### src/rtl/sprc_pkg.sv
package sprc_pkg;

    localparam int ENTRY_BYTES = 8;
    localparam int BYTE_W      = $clog2(ENTRY_BYTES);
    localparam int GFX_AW      = 24;
    localparam int FB_AW       = 16;

    typedef enum logic [2:0] {
        ST_IDLE,
        ST_FETCH,
        ST_DRAW,
        ST_DRAIN,
        ST_DONE
    } seq_state_e;

    typedef struct packed {
        logic       en;
        logic       wide;
        logic       tall;
        logic       flip_h;
        logic       flip_v;
        logic [7:0] ypos;
        logic [7:0] xpos;
        logic [7:0] tex_x;
        logic [7:0] tex_y;
    } sprite_t;

    // Highest pixel index along one axis for the selected size.
    function automatic logic [3:0] span_last(input logic big);
        return big ? 4'd15 : 4'd7;
    endfunction

    // Screen offset of texel index i along one axis.
    function automatic logic [7:0] place_off(input logic flip, input logic big,
                                             input logic [3:0] i);
        logic [3:0] v;
        v = flip ? (span_last(big) - i) : i;
        return {4'h0, v};
    endfunction

endpackage

### src/rtl/sprite_seq.sv
module sprite_seq
    import sprc_pkg::*;
#(
    parameter int ENTRIES = 64,
    localparam int ENT_W  = $clog2(ENTRIES),
    localparam int OAM_AW = ENT_W + BYTE_W
) (
    input  logic              clk,
    input  logic              rst,
    input  logic              start,
    input  logic              tail_only,
    input  logic [7:0]        oam_data,
    output logic [OAM_AW-1:0] oam_addr,
    output sprite_t           spr,
    output logic [3:0]        col,
    output logic [3:0]        row,
    output logic              drawing,
    output logic              busy,
    output logic              done
);

    localparam logic [ENT_W-1:0] LAST_ENT = ENT_W'(ENTRIES - 1);

    seq_state_e        st;
    logic [ENT_W-1:0]  ent;
    logic [BYTE_W-1:0] fcnt;

    assign oam_addr = {ent, fcnt};
    assign drawing  = (st == ST_DRAW);
    assign busy     = (st == ST_FETCH) || (st == ST_DRAW) || (st == ST_DRAIN);
    assign done     = (st == ST_DONE);

    always_ff @(posedge clk) begin
        if (rst) begin
            st   <= ST_IDLE;
            ent  <= '0;
            fcnt <= '0;
            col  <= '0;
            row  <= '0;
            spr  <= '0;
        end else begin
            case (st)
                ST_IDLE, ST_DONE: begin
                    if (start) begin
                        st   <= ST_FETCH;
                        ent  <= '0;
                        fcnt <= '0;
                    end
                end
                ST_FETCH: begin
                    fcnt <= fcnt + 1'b1;
                    // data of byte k arrives while fcnt == k+1
                    case (fcnt)
                        3'd1: begin
                            spr.en     <= oam_data[7];
                            spr.wide   <= oam_data[0];
                            spr.tall   <= oam_data[1];
                            spr.flip_h <= oam_data[2];
                            spr.flip_v <= oam_data[3];
                        end
                        3'd2: spr.ypos  <= oam_data;
                        3'd3: spr.xpos  <= oam_data;
                        3'd5: spr.tex_x <= oam_data;
                        3'd6: spr.tex_y <= oam_data;
                        default: ;
                    endcase
                    if (fcnt == 3'd6) begin
                        fcnt <= '0;
                        if (spr.en) begin
                            st  <= ST_DRAW;
                            col <= '0;
                            row <= '0;
                        end else if (ent == LAST_ENT) begin
                            st <= ST_DRAIN;
                        end else begin
                            ent <= ent + 1'b1;
                        end
                    end
                end
                ST_DRAW: begin
                    if (col == span_last(spr.wide)) begin
                        col <= '0;
                        if (row == span_last(spr.tall)) begin
                            row <= '0;
                            if (ent == LAST_ENT) begin
                                st <= ST_DRAIN;
                            end else begin
                                st  <= ST_FETCH;
                                ent <= ent + 1'b1;
                            end
                        end else begin
                            row <= row + 1'b1;
                        end
                    end else begin
                        col <= col + 1'b1;
                    end
                end
                ST_DRAIN: begin
                    if (tail_only) st <= ST_DONE;
                end
                default: st <= ST_IDLE;
            endcase
        end
    end

endmodule

### src/rtl/texel_addr.sv
module texel_addr
    import sprc_pkg::*;
(
    input  sprite_t           spr,
    input  logic [3:0]        col,
    input  logic [3:0]        row,
    input  logic [15:0]       base,
    output logic [GFX_AW-1:0] gfx_addr,
    output logic [FB_AW-1:0]  fb_addr
);

    logic [7:0] tcol, trow, dx, dy;

    always_comb begin
        tcol     = spr.tex_x + {4'h0, col};
        trow     = spr.tex_y + {4'h0, row};
        gfx_addr = {base, 8'h00} + {8'h00, trow, tcol};
        dx       = spr.xpos + place_off(spr.flip_h, spr.wide, col);
        dy       = spr.ypos + place_off(spr.flip_v, spr.tall, row);
        fb_addr  = {dy, dx};
    end

endmodule

### src/rtl/gfx_pipe.sv
module gfx_pipe
    import sprc_pkg::*;
#(
    parameter int LAT = 2
) (
    input  logic             clk,
    input  logic             rst,
    input  logic             in_valid,
    input  logic [FB_AW-1:0] in_addr,
    output logic             out_valid,
    output logic [FB_AW-1:0] out_addr,
    output logic             tail_only
);

    logic [LAT-1:0]   vld;
    logic [FB_AW-1:0] adr [LAT];

    always_ff @(posedge clk) begin
        if (rst) begin
            vld <= '0;
        end else begin
            vld[0] <= in_valid;
            for (int i = 1; i < LAT; i++) vld[i] <= vld[i-1];
        end
    end

    always_ff @(posedge clk) begin
        adr[0] <= in_addr;
        for (int i = 1; i < LAT; i++) adr[i] <= adr[i-1];
    end

    assign out_valid = vld[LAT-1];
    assign out_addr  = adr[LAT-1];

    generate
        if (LAT == 1) begin : g_one
            assign tail_only = 1'b1;
        end else begin : g_many
            assign tail_only = ~|vld[LAT-2:0];
        end
    endgenerate

endmodule

### src/rtl/sprite_compositor.sv
module sprite_compositor
    import sprc_pkg::*;
#(
    parameter int ENTRIES = 64,
    parameter int GFX_LAT = 2,
    localparam int OAM_AW = $clog2(ENTRIES) + BYTE_W
) (
    input  logic              clk,
    input  logic              rst,
    input  logic              start,
    input  logic [15:0]       gfx_base,
    output logic [OAM_AW-1:0] oam_addr,
    input  logic [7:0]        oam_data,
    output logic              gfx_req,
    output logic [GFX_AW-1:0] gfx_addr,
    input  logic [7:0]        gfx_data,
    output logic              fb_we,
    output logic [FB_AW-1:0]  fb_addr,
    output logic [7:0]        fb_data,
    output logic              busy,
    output logic              done
);

    sprite_t          spr;
    logic [3:0]       col, row;
    logic             drawing, tail_only, ret_valid;
    logic [FB_AW-1:0] dst_addr;

    sprite_seq #(.ENTRIES(ENTRIES)) u_seq (
        .clk(clk), .rst(rst), .start(start), .tail_only(tail_only),
        .oam_data(oam_data), .oam_addr(oam_addr), .spr(spr),
        .col(col), .row(row), .drawing(drawing), .busy(busy), .done(done)
    );

    texel_addr u_addr (
        .spr(spr), .col(col), .row(row), .base(gfx_base),
        .gfx_addr(gfx_addr), .fb_addr(dst_addr)
    );

    gfx_pipe #(.LAT(GFX_LAT)) u_pipe (
        .clk(clk), .rst(rst), .in_valid(drawing), .in_addr(dst_addr),
        .out_valid(ret_valid), .out_addr(fb_addr), .tail_only(tail_only)
    );

    assign gfx_req = drawing;
    assign fb_we   = ret_valid && (gfx_data != 8'h00);
    assign fb_data = gfx_data;

endmodule

### config.mk
export PLATFORM = sky130hd
export DESIGN_NAME = sprite_compositor
export DESIGN_NICKNAME = d
export VERILOG_FILES = /design/src/rtl/sprc_pkg.sv /design/src/rtl/sprite_seq.sv /design/src/rtl/texel_addr.sv /design/src/rtl/gfx_pipe.sv /design/src/rtl/sprite_compositor.sv
export SDC_FILE = /design/constraint.sdc
export NUM_CORES = 1
export LEC_CHECK = 0
export BUFFER_PORTS_ARGS = -buffer_cell sky130_fd_sc_hd__buf_2
export CAP_MARGIN = 5
export CORE_ASPECT_RATIO = 1.5
export CORE_MARGIN = 8
export CORE_UTILIZATION = 52
export CTS_BUF_LIST = sky130_fd_sc_hd__clkbuf_4 sky130_fd_sc_hd__clkbuf_8
export CTS_CLUSTER_SIZE = 20
export DETAILED_ROUTE_END_ITERATION = 7
export PLACE_DENSITY = 0.81
export SYNTH_ARGS = -nofsm -noshare
export SYNTH_HDL_FRONTEND = slang
export SYNTH_SLANG_ARGS = --single-unit
### constraint.sdc
create_clock -name clk -period 2.9 [get_ports clk]
set_input_delay 0.58 -clock clk [delete_from_list [all_inputs] [get_ports clk]]
set_output_delay 0.58 -clock clk [all_outputs]
set_load 0.02 [all_outputs]
==> summary.txt, run 1 <==
Yosys
  • Post-Syn Nets: 575
  • Adder-cell share of the synthesized area: 9.76%
  • EDFF count, synth: 0
  • Synth Area in Simple Gates: 15.9%
  • Asr flop ratio synth: 0%
  • Sequential share of the synthesized area: 38.4%
  • Post-synthesis cell type count: 62
  • Instance count of the mapped netlist: 506
  • Largest family of logic cells by synthesized area: simple AND/OR/NAND/NOR gates
  • Mean Syn Cell Area: 9.37 µm²
  • Mapped Area: 4740 µm²
  • Synth Area in Compound Gates: 15.1%
  • Top post-synthesis cells by area: dfxtp_1, ha_1, mux2i_1
  • Mux contribution to synthesized area: 5.80%
  • XOR/XNOR Fraction of Synth Area: 8.87%
  • Area share of the largest cell type after synthesis: 38.4%
  • Synth area leader: dfxtp_1
  • Yosys synthesis warning count: 0
  • Top FF cell, synth: dfxtp_1
  • Seq cells post-synth: 91

Layout
  • Synthesis-to-layout area growth: 24.6%
  • Fill cell count: 661
  • Layout Utilization: 66.9%
  • Most common cell after layout, fill and taps aside: dfxtp_1
  • Highest-count cells in the layout ignoring fill and taps: dfxtp_1, buf_2, nor2_1
  • Diode count: 0
  • Multi-input logic area: 2900 µm²
  • Storage element area: 1830 µm²
  • Fin nets: 676
  • Share of layout cells above drive strength 1: 33.8%

Detailed routing
  • Drt total wl: 11600 µm
  • DRC: 0
  • WL/cell: 16.1 µm
  • Final ANT Viol Nets: 0
  • Initial DRC count: 165
  • Total vias in the final route: 3963
  • Pre-Repair DR Iteration Count: 4
  • Vias per inst: 5.49

Timing
  • Worst-Margin Slew: 0.654 ns
  • Layout Skew: 0.0102 ns
  • Final hold vios: 0
  • Worst slew margin: 56.3%
  • Hold Slack: 0.333 ns
  • Final setup margin: -0.810 ns
  • Final worst path period share: 128%
  • Fin crit period: 3.71 ns
  • Total negative setup slack: -8.09 ns
  • RSZ-0062 raised after global routing: yes
  • Final setup vio count: 13
  • Max Slew Vio Count: 0
  • FMAX: 0.270 GHz

Placed design
  • Port bufs: 95
  • Pre-CTS WS: -0.430 ns
  • Post-DP HPWL: 8790 µm
  • Final estimated routing congestion in global placement: 0.839

GRT
  • Global-route usage over all layers: 18.5%
  • First-pass GRT wire length: 19000 µm
  • Vias in the first global route: 4161
  • Largest net degree at the start of global routing: 39
  • Initial antenna violation count: 0
  • Grt ovf: 0

Power
  • Pleak: 2.78 nW
  • Pwr Total: 2.75 mW
  • Power Density: 465 nW/µm²
  • VDD IR-drop max: 0.454 mV

Clock network
  • Total clock sinks: 91
  • Htree depth: 3
  • CTS Buf Count: 9
  • Max Root-Sink Buffers: 2
  • Clock Latency Late Sink: 0.37 ns
  • CTS tree: done
  • Hold buffers post-CTS: 0
  • Clock Tree Root: clkbuf_8
  • Reg clk slew, reported paths: 0.09 ns

Floorplan
  • Core ar.: 8830 µm²
  • Starting density of the core: 53.7%
  • Rows: 42
  • Die width: 94.0 µm
  • Die Ht: 133 µm
  • Total die area: 12500 µm²
  • I/O pin count: 96

Setup path
  • Crit start category: flop
  • CP arrival: 3.13 ns
  • Crit-path max FO: 5
  • CP Class: flop to primary output
  • Setup crit end kind: primary output
  • Worst Path Required: 2.32 ns

Run
  • Max_cap viols: 0

Run status
  • Failing checks: setup timing
  • Status: finished with violations

Hold path
  • Hold Path Class: flop to flop
power breakdown:
group	internal, mW	total (mW)	switching, mW
registers	1.30	1.36	0.0576
logic	0.224	0.568	0.344
clock network	0.336	0.820	0.485
routing by layer:
layer	wire length [µm]	track usage [%]	vias to the layer above
met4	460	8.77	0
met3	569	3.40	39
met5	0	0	-
li1	-	-	1944
met1	4380	19.4	1842
met2	6200	33.8	138
final cells by class:
class / instances / share of cell area [%]
Clock buffer: 9 / 2.10
Clock inverter: 7 / 1.23
Inverter: 11 / 0.784
Multi-Input combinational cell: 365 / 49.1
Sequential cell: 91 / 31.0
Tap cell: 110 / 2.33
Timing Repair Buffer: 129 / 13.5
repair_timing:
item                       in CTS  in global routing
setup endpoints to repair      13                 16
resized for setup              34                 13
setup buffers                   5                  1
pin swaps                      15                 13
per-stage QoR:
step / cells / cell area, µm²
6_report: 722 / 5910
5_1_grt: 722 / 5910
4_1_cts: 721 / 5840
3_5_place_dp: 702 / 5500
3_3_place_gp: 702 / 5500
2_1_floorplan: 506 / 4900
state kept, by name, indices dropped and copies added, names as in the netlist:
name / cells
u_seq.ent: 6
u_seq.spr: 37
u_seq.col: 4
u_seq.row: 4
u_seq.st: 3
u_pipe.vld: 2
u_seq.fcnt: 3
u_pipe.adr: 32
final timing paths:
kind | from | end | slack (ns) | cells after the start
max | u_seq.row[0]$_SDFFE_PP0P_ | gfx_addr[23] | -0.81 | 13
min | u_pipe.adr[0][11]$_DFF_P_ | u_pipe.adr[0][27]$_DFF_P_ | 0.33 | 0
max reg2reg | u_seq.st[1]$_SDFFE_PP0P_ | u_seq.spr[28]$_SDFFE_PP0P_ | 0.65 | 5
min reg2reg | u_pipe.adr[0][11]$_DFF_P_ | u_pipe.adr[0][27]$_DFF_P_ | 0.33 | 0
cell families after synthesis:
family          Yosys count
fa+ha+maj                34
xor+xnor                 48
flops                    91
simple gates            151
mux                      27
compound gates          105
buf+inv                  50
Yosys cell counts, drive strengths merged (2+ instances only):
library cell,count
xor2,21
nand2,42
mux2i,26
nand3b,4
a211oi,7
and2,3
a21oi,39
and3,4
a21o,11
nor4,3
nor2,52
fa,5
or4,2
clkbuf,10
nor3b,2
nor3,7
xnor2,27
inv,11
o21ai,19
a31oi,4
o31ai,3
a41oi,2
nand3,13
a21boi,3
o211ai,2
nor2b,9
nand2b,4
dfxtp,91
o41ai,2
ha,29
buf,29
o2111ai,5
worst max-delay path, stage by stage (launching register included):
cell and delay [ns]:
dfxtp_4 0.36, ha_4 0.16, fa_2 0.33, a21o_1 0.17
a21oi_2 0.17, nor2_2 0.07, xor2_2 0.15, ha_1 0.31
a21oi_2 0.15, o211ai_1 0.12, and3_4 0.24, o2111ai_4 0.26
xnor2_4 0.14, buf_6 0.13
Note: power is estimated with default switching activity, not from simulation.
==> run 2: changes to the inputs <==
--- a/config.mk
+++ b/config.mk
@@ -16,4 +16,5 @@
 export PLACE_DENSITY = 0.81
 export SYNTH_ARGS = -nofsm -noshare
 export SYNTH_HDL_FRONTEND = slang
+export SYNTH_HIERARCHICAL = 1
 export SYNTH_SLANG_ARGS = --single-unit
==> run 2 against run 1 <==
The flow still finishes with violations (setup timing). Combinational power increased by 40%. Clock power increased by 17%. Sequential share of layout area decreased by 0.33 points. Die area decreased by 0.27%. Synthesized area decreased by 0.32%. Global-route usage increased by 0.21 points. Sequential power increased by 5%. Register-to-register slack got worse by 0.09 ns.
==> summary.txt, run 2 <==
Run status
  • Status: finished with violations
  • Failing checks: setup timing

Timing
  • FMAX: 0.269 GHz
  • Worst-Margin Slew: 0.877 ns
  • Total negative setup slack: -8.38 ns
  • RSZ-0062 raised after global routing: yes
  • Layout Skew: 0.00923 ns
  • Hold Slack: 0.331 ns
  • Final worst path period share: 128%
  • Worst slew margin: 41.5%
  • Final setup vio count: 14
  • Fin crit period: 3.71 ns
  • Final setup margin: -0.814 ns
  • Max Slew Vio Count: 0
  • Final hold vios: 0

Detailed routing
  • Initial DRC count: 250
  • Total vias in the final route: 3984
  • Vias per inst: 5.50
  • WL/cell: 16.4 µm
  • Drt total wl: 11900 µm
  • Pre-Repair DR Iteration Count: 5
  • DRC: 0
  • Final ANT Viol Nets: 0

GRT
  • Vias in the first global route: 4043
  • First-pass GRT wire length: 18700 µm
  • Initial antenna violation count: 0
  • Global-route usage over all layers: 18.7%
  • Largest net degree at the start of global routing: 49
  • Grt ovf: 0

Yosys
  • Area share of the largest cell type after synthesis: 38.5%
  • Post-synthesis cell type count: 59
  • Leading cell type by number of instances after synthesis: dfxtp_1
  • Top post-synthesis cells by area: dfxtp_1, ha_1, mux2i_1
  • Mapped Area: 4730 µm²
  • Asr flop ratio synth: 0%
  • Synth area leader: dfxtp_1
  • Synth top cells by count: dfxtp_1, nor2_1, nand2_1
  • EDFF count, synth: 0
  • Mean Syn Cell Area: 9.25 µm²
  • Sequential share of the synthesized area: 38.5%
  • Top FF cell, synth: dfxtp_1
  • Post-Syn Nets: 580
  • Seq cells post-synth: 91
  • Yosys synthesis warning count: 6
  • Instance count of the mapped netlist: 511

Setup path
  • CP Class: flop to primary output
  • Crit-path max FO: 4
  • Crit start category: flop
  • Critical Path, Cell by Cell: ha_4 -> fa_2 -> a21o_1 -> a21oi_2 -> xnor2_1 -> ha_1 -> nand3_1 -> o2111a_2 -> o211a_4 -> nand2b_4 -> xnor2_4 -> buf_6
  • CP arrival: 3.13 ns
  • Worst path max stage delay: 0.35 ns
  • CP max-delay cell: dfxtp_2
  • Setup crit end kind: primary output
  • Worst Path Required: 2.32 ns

Floorplan
  • Starting density of the core: 53.5%
  • Core ar.: 8830 µm²
  • Die width: 93.8 µm
  • Die Ht: 133 µm
  • Total die area: 12500 µm²
  • I/O pin count: 96
  • Rows: 42

Clock network
  • Reg clk slew, reported paths: 0.08 ns
  • Total clock sinks: 91
  • CTS tree: done
  • Max Root-Sink Buffers: 2
  • Clock Tree Root: clkbuf_8
  • Hold buffers post-CTS: 0
  • Htree depth: 3
  • CTS Buf Count: 9
  • Clock Latency Late Sink: 0.37 ns

Placed design
  • Placed instance area: 5480 µm²
  • Cells after DPL: 702
  • Port bufs: 95
  • Post-DP HPWL: 8540 µm
  • Pre-CTS WS: -0.365 ns
  • Final estimated routing congestion in global placement: 0.857

Layout
  • Synthesis-to-layout area growth: 26.5%
  • Reg with most FFs: u_seq/spr
  • Largest regs: u_seq/spr x37, u_pipe/adr x32, u_seq/ent x6
  • Share of layout cells above drive strength 1: 32.7%
  • Cell area after layout: 5980 µm²
  • Diode count: 0
  • Non-filler cells, final: 724
  • Layout Utilization: 67.7%
  • Most common cell after layout, fill and taps aside: dfxtp_1
  • Highest-count cells in the layout ignoring fill and taps: dfxtp_1, buf_2, nand2_1, nor2_1, a21oi_1
  • Fin nets: 678
  • Max reg flops: 37

Power
  • Pwr Total: 3.19 mW
  • Pleak: 2.75 nW
  • VDD IR-drop max: 0.353 mV
  • Power Density: 533 nW/µm²

Hold path
  • Hold Path Class: flop to flop

Run
  • Max_cap viols: 0
-- run 2: path summary, 6_finish.rpt --
kind	startpoint	endpoint	slack (ns)	cells past startpoint
hold reg to reg	u_pipe/adr[0][3]$_DFF_P_	u_pipe/adr[0][19]$_DFF_P_	0.33	0
setup reg to reg	u_seq/st[2]$_SDFFE_PP0P_	u_seq/ent[3]$_SDFFE_PP0P_	0.56	5
hold / removal	u_pipe/adr[0][3]$_DFF_P_	u_pipe/adr[0][19]$_DFF_P_	0.33	0
setup / recovery	u_seq/row[0]$_SDFFE_PP0P_	gfx_addr[17]	-0.81	12
-- run 2: report_power, final --
part / total (mW) / internal [mW] / switching [mW]
combinational: 0.797 / 0.308 / 0.489
sequential: 1.43 / 1.33 / 0.0950
clock: 0.962 / 0.508 / 0.453
-- run 2: what timing repair did --
action,in CTS,in global routing
setup endpoints to repair,13,15
resized for setup,43,15
pin swaps,25,14
gates cloned,0,0
buffers inserted,5,2
-- run 2: logic make-up after synthesis --
logic type / count (synthesis) / share of synthesized area (%)
xor gates and xnor gates: 48 / 9.37
muxes: 25 / 5.32
DFF: 91 / 38.5
adders and majority gates: 34 / 9.79
buffers and inverters: 51 / 6.30
and+or+nand+nor: 169 / 18.3
AOI/OAI and AO/OA: 93 / 12.4
-- run 2: layout make-up --
class | count | area, µm²
Fill cell | 688 | 2850
Clock inverter | 6 | 88.8
Inverter | 13 | 48.8
Multi-Input combinational cell | 369 | 2930
Tap cell | 110 | 138
Sequential cell | 91 | 1830
Timing Repair Buffer | 125 | 800
Clock buffer | 10 | 138
-- run 2: worst max-delay path, delay by kind of cell, from the launching register on --
| family | cells | cell delay, ns |
|---|---|---|
| compound gates | 4 | 0.89 |
| fa+ha+maj | 3 | 0.85 |
| flops | 1 | 0.35 |
| simple gates | 2 | 0.29 |
| xor+xnor | 2 | 0.27 |
| buf+inv | 1 | 0.13 |
-- run 2: routing by layer --
metal  track usage, %  part of all wire [%]  vias to the layer above
li1                 -                     -                     1925
met1             18.4                    36                     1902
met2             34.1                    55                      128
met3             4.36                   6.2                       29
met4             10.6                   3.2                        0
met5                0                     0                        -
==> run 3: changes to the inputs <==
--- a/config.mk
+++ b/config.mk
@@ -9,11 +9,11 @@
 export CAP_MARGIN = 5
 export CORE_ASPECT_RATIO = 1.5
 export CORE_MARGIN = 8
-export CORE_UTILIZATION = 52
-export CTS_BUF_LIST = sky130_fd_sc_hd__clkbuf_4 sky130_fd_sc_hd__clkbuf_8
+export CORE_UTILIZATION = 50
+export CTS_BUF_LIST = sky130_fd_sc_hd__clkbuf_16
 export CTS_CLUSTER_SIZE = 20
 export DETAILED_ROUTE_END_ITERATION = 7
-export PLACE_DENSITY = 0.81
+export PLACE_DENSITY = 0.79
 export SYNTH_ARGS = -nofsm -noshare
 export SYNTH_HDL_FRONTEND = slang
 export SYNTH_HIERARCHICAL = 1
==> run 3 against run 2 <==
Combinational power is 1% lower. Cell area increased by 0.15%. The run still ends with setup timing left. Clock power increased by 26%. Register-to-register slack about the same. Clock skew shrank 0.0050 ns. Worst setup slack improved by 0.082 ns. Clock-buffer cell count down 1. First-iteration DRC count is 20% lower. Hold slack worse by 0.0047 ns. Global-route usage decreased by 1.2 points. Total power is 7.5% higher.
==> summary.txt, run 3 (synthesis results as in run 2) <==
Timing
  • FMAX: 0.275 GHz
  • Final worst path period share: 125%
  • Final setup vio count: 14
  • Worst slew margin: 52.9%
  • Max Slew Vio Count: 0
  • Layout Skew: 0.00422 ns
  • Final setup margin: -0.731 ns
  • Worst-Margin Slew: 0.706 ns
  • Final hold vios: 0
  • Fin crit period: 3.63 ns
  • RSZ-0062 raised after global routing: yes

Detailed routing
  • Vias per inst: 5.36
  • WL/cell: 15.3 µm
  • Final ANT Viol Nets: 0
  • DRC: 0
  • Initial DRC count: 201
  • Drt total wl: 11100 µm
  • Pre-Repair DR Iteration Count: 5
  • Total vias in the final route: 3902

Hold path
  • Hold depth: 0
  • Hold Startpoint: u_pipe/adr[0][15]$_DFF_P_
  • Hold Path Sink: u_pipe/adr[0][31]$_DFF_P_
  • Hold Path Class: flop to flop

Layout
  • Synthesis-to-layout area growth: 26.7%
  • Fin nets: 681
  • Fill cell count: 717
  • Storage element area: 1830 µm²
  • Multi-input logic area: 2850 µm²
  • Max reg flops: 37
  • Share of layout cells above drive strength 1: 30.5%
  • Cell area after layout: 5990 µm²
  • Layout Utilization: 65.1%
  • Highest-count cells in the layout ignoring fill and taps: dfxtp_1, buf_2, nor2_1
  • Most common cell after layout, fill and taps aside: dfxtp_1
  • Diode count: 0
  • Largest regs: u_seq/spr x37, u_pipe/adr x32, u_seq/ent x6
  • Reg with most FFs: u_seq/spr

GRT
  • Global-route usage over all layers: 17.5%
  • Grt ovf: 0
  • First-pass GRT wire length: 18100 µm
  • Initial antenna violation count: 0
  • Vias in the first global route: 4024
  • Largest net degree at the start of global routing: 45

Clock network
  • Htree depth: 3
  • CTS tree: done
  • CTS Buf Count: 9
  • Reg clk slew, reported paths: 0.06 ns
  • Hold buffers post-CTS: 0
  • Clock Latency Late Sink: 0.34 ns
  • Clock Tree Root: clkbuf_16
  • Max Root-Sink Buffers: 2
  • Total clock sinks: 91

Power
  • VDD IR-drop max: 0.509 mV
  • Pwr Total: 3.43 mW
  • Power Density: 573 nW/µm²
  • Pleak: 2.80 nW

Floorplan
  • Starting density of the core: 51.4%
  • Rows: 43
  • Die Ht: 135 µm
  • I/O pin count: 96
  • Die width: 95.4 µm
  • Core ar.: 9200 µm²
  • Total die area: 12900 µm²

Placed design
  • Post-DP HPWL: 8330 µm
  • Port bufs: 95
  • Placed instance area: 5480 µm²
  • Final estimated routing congestion in global placement: 0.834

Setup path
  • Worst path max stage delay: 0.36 ns
  • Register-to-Register Path Depth: 5
  • CP Class: flop to primary output
  • Crit-path max FO: 4
  • Worst r2r src: u_seq/st[2]$_SDFFE_PP0P_
  • Worst Path Required: 2.32 ns
  • Number of buffers and inverters on the critical path: 3
  • Setup crit end kind: primary output
  • CP max-delay cell: ha_1
  • Most used cell, CP: buf_4
  • CP delay by family, top: adder cells
  • Crit start category: flop
  • R2r endpoint: u_seq/ent[5]$_SDFFE_PP0P_
  • R2r setup slk: 0.55 ns
  • CP arrival: 3.05 ns
  • Critical Path, Cell by Cell: ha_4 -> fa_2 -> buf_4 -> buf_4 -> xor2_1 -> ha_1 -> a211oi_2 -> nor2_1 -> o21a_4 -> nand3_4 -> xnor2_4 -> buf_6

Run status
  • Status: finished with violations
  • Failing checks: setup timing

Run
  • Max_cap viols: 0
## run 3: cell types whose count changed in the layout (fill, tap and decap cells not counted), moves of 2 or more
cell       previous run  this run
buf_4                31        33
clkbuf_16             0         9
clkbuf_8             10         0
ha_1                 24        27
ha_2                  2         0
nor2_1               44        46
o21ai_1               1         3
o21ai_2               3         0
## run 3: worst max path at each step
stage | from | end | cells after the start
2_1_floorplan | u_seq/row[0]$_SDFFE_PP0P_ | gfx_addr[17] | 11
3_3_place_gp | u_seq/spr[0]$_SDFFE_PP0P_ | gfx_addr[17] | 12
3_5_place_dp | u_seq/spr[1]$_SDFFE_PP0P_ | gfx_addr[20] | 13
4_1_cts | u_seq/spr[0]$_SDFFE_PP0P_ | gfx_addr[17] | 12
5_1_grt | u_seq/spr[1]$_SDFFE_PP0P_ | gfx_addr[21] | 13
6_report | u_seq/spr[0]$_SDFFE_PP0P_ | gfx_addr[20] | 12
## run 3: final cells by class
cell class,count,area share [%]
Multi-Input combinational cell,369,47.6
Sequential cell,91,30.6
Timing Repair Buffer,128,13.5
Clock buffer,9,3.76
Tap cell,112,2.34
Clock inverter,6,1.36
Inverter,13,0.815
## run 3: through the flow
stage	hold WS (ns)	TNS (ns)	worst slack, ns	std cells
after global placement	0.310	-2.59	-0.333	704
final	0.326	-8.92	-0.731	728
after CTS	0.327	-7.89	-0.720	724
after floorplan	0.310	-1.40	-0.213	511
after global routing	0.332	-10.34	-0.857	728
after detailed placement	0.312	-3.54	-0.448	704
## run 3: power by group
group	total, mW	leakage [nW]	internal [mW]	switching, mW
Clock	1.21	0.151	0.744	0.470
Combinational	0.786	1.91	0.305	0.481
Sequential	1.43	0.738	1.33	0.0928
Total	3.43	2.80	2.38	1.04
## run 3: timing repair
item / CTS / global route
endpoints found under the setup margin: 13 / 15
pin swaps: 14 / 15
gates resized for setup: 33 / 6
buffers inserted: 5 / 4
## run 3: worst reg2reg max path: cells and delay by family, from the launching register on
| kind | cells | cell delay (ns) |
|---|---|---|
| flops | 1 | 0.78 |
| simple gates | 2 | 0.76 |
| compound gates | 3 | 0.74 |
## run 3: metal layers
| layer | vias up | wire [µm] | GRT usage, % | part of all wire [%] |
|---|---|---|---|---|
| met5 | - | 0 | 0 | 0 |
| met4 | 0 | 286 | 8.67 | 2.6 |
| met3 | 24 | 739 | 5.39 | 6.6 |
| met2 | 104 | 5840 | 31.5 | 52 |
| met1 | 1839 | 4280 | 17.4 | 38 |
| li1 | 1935 | - | - | - |
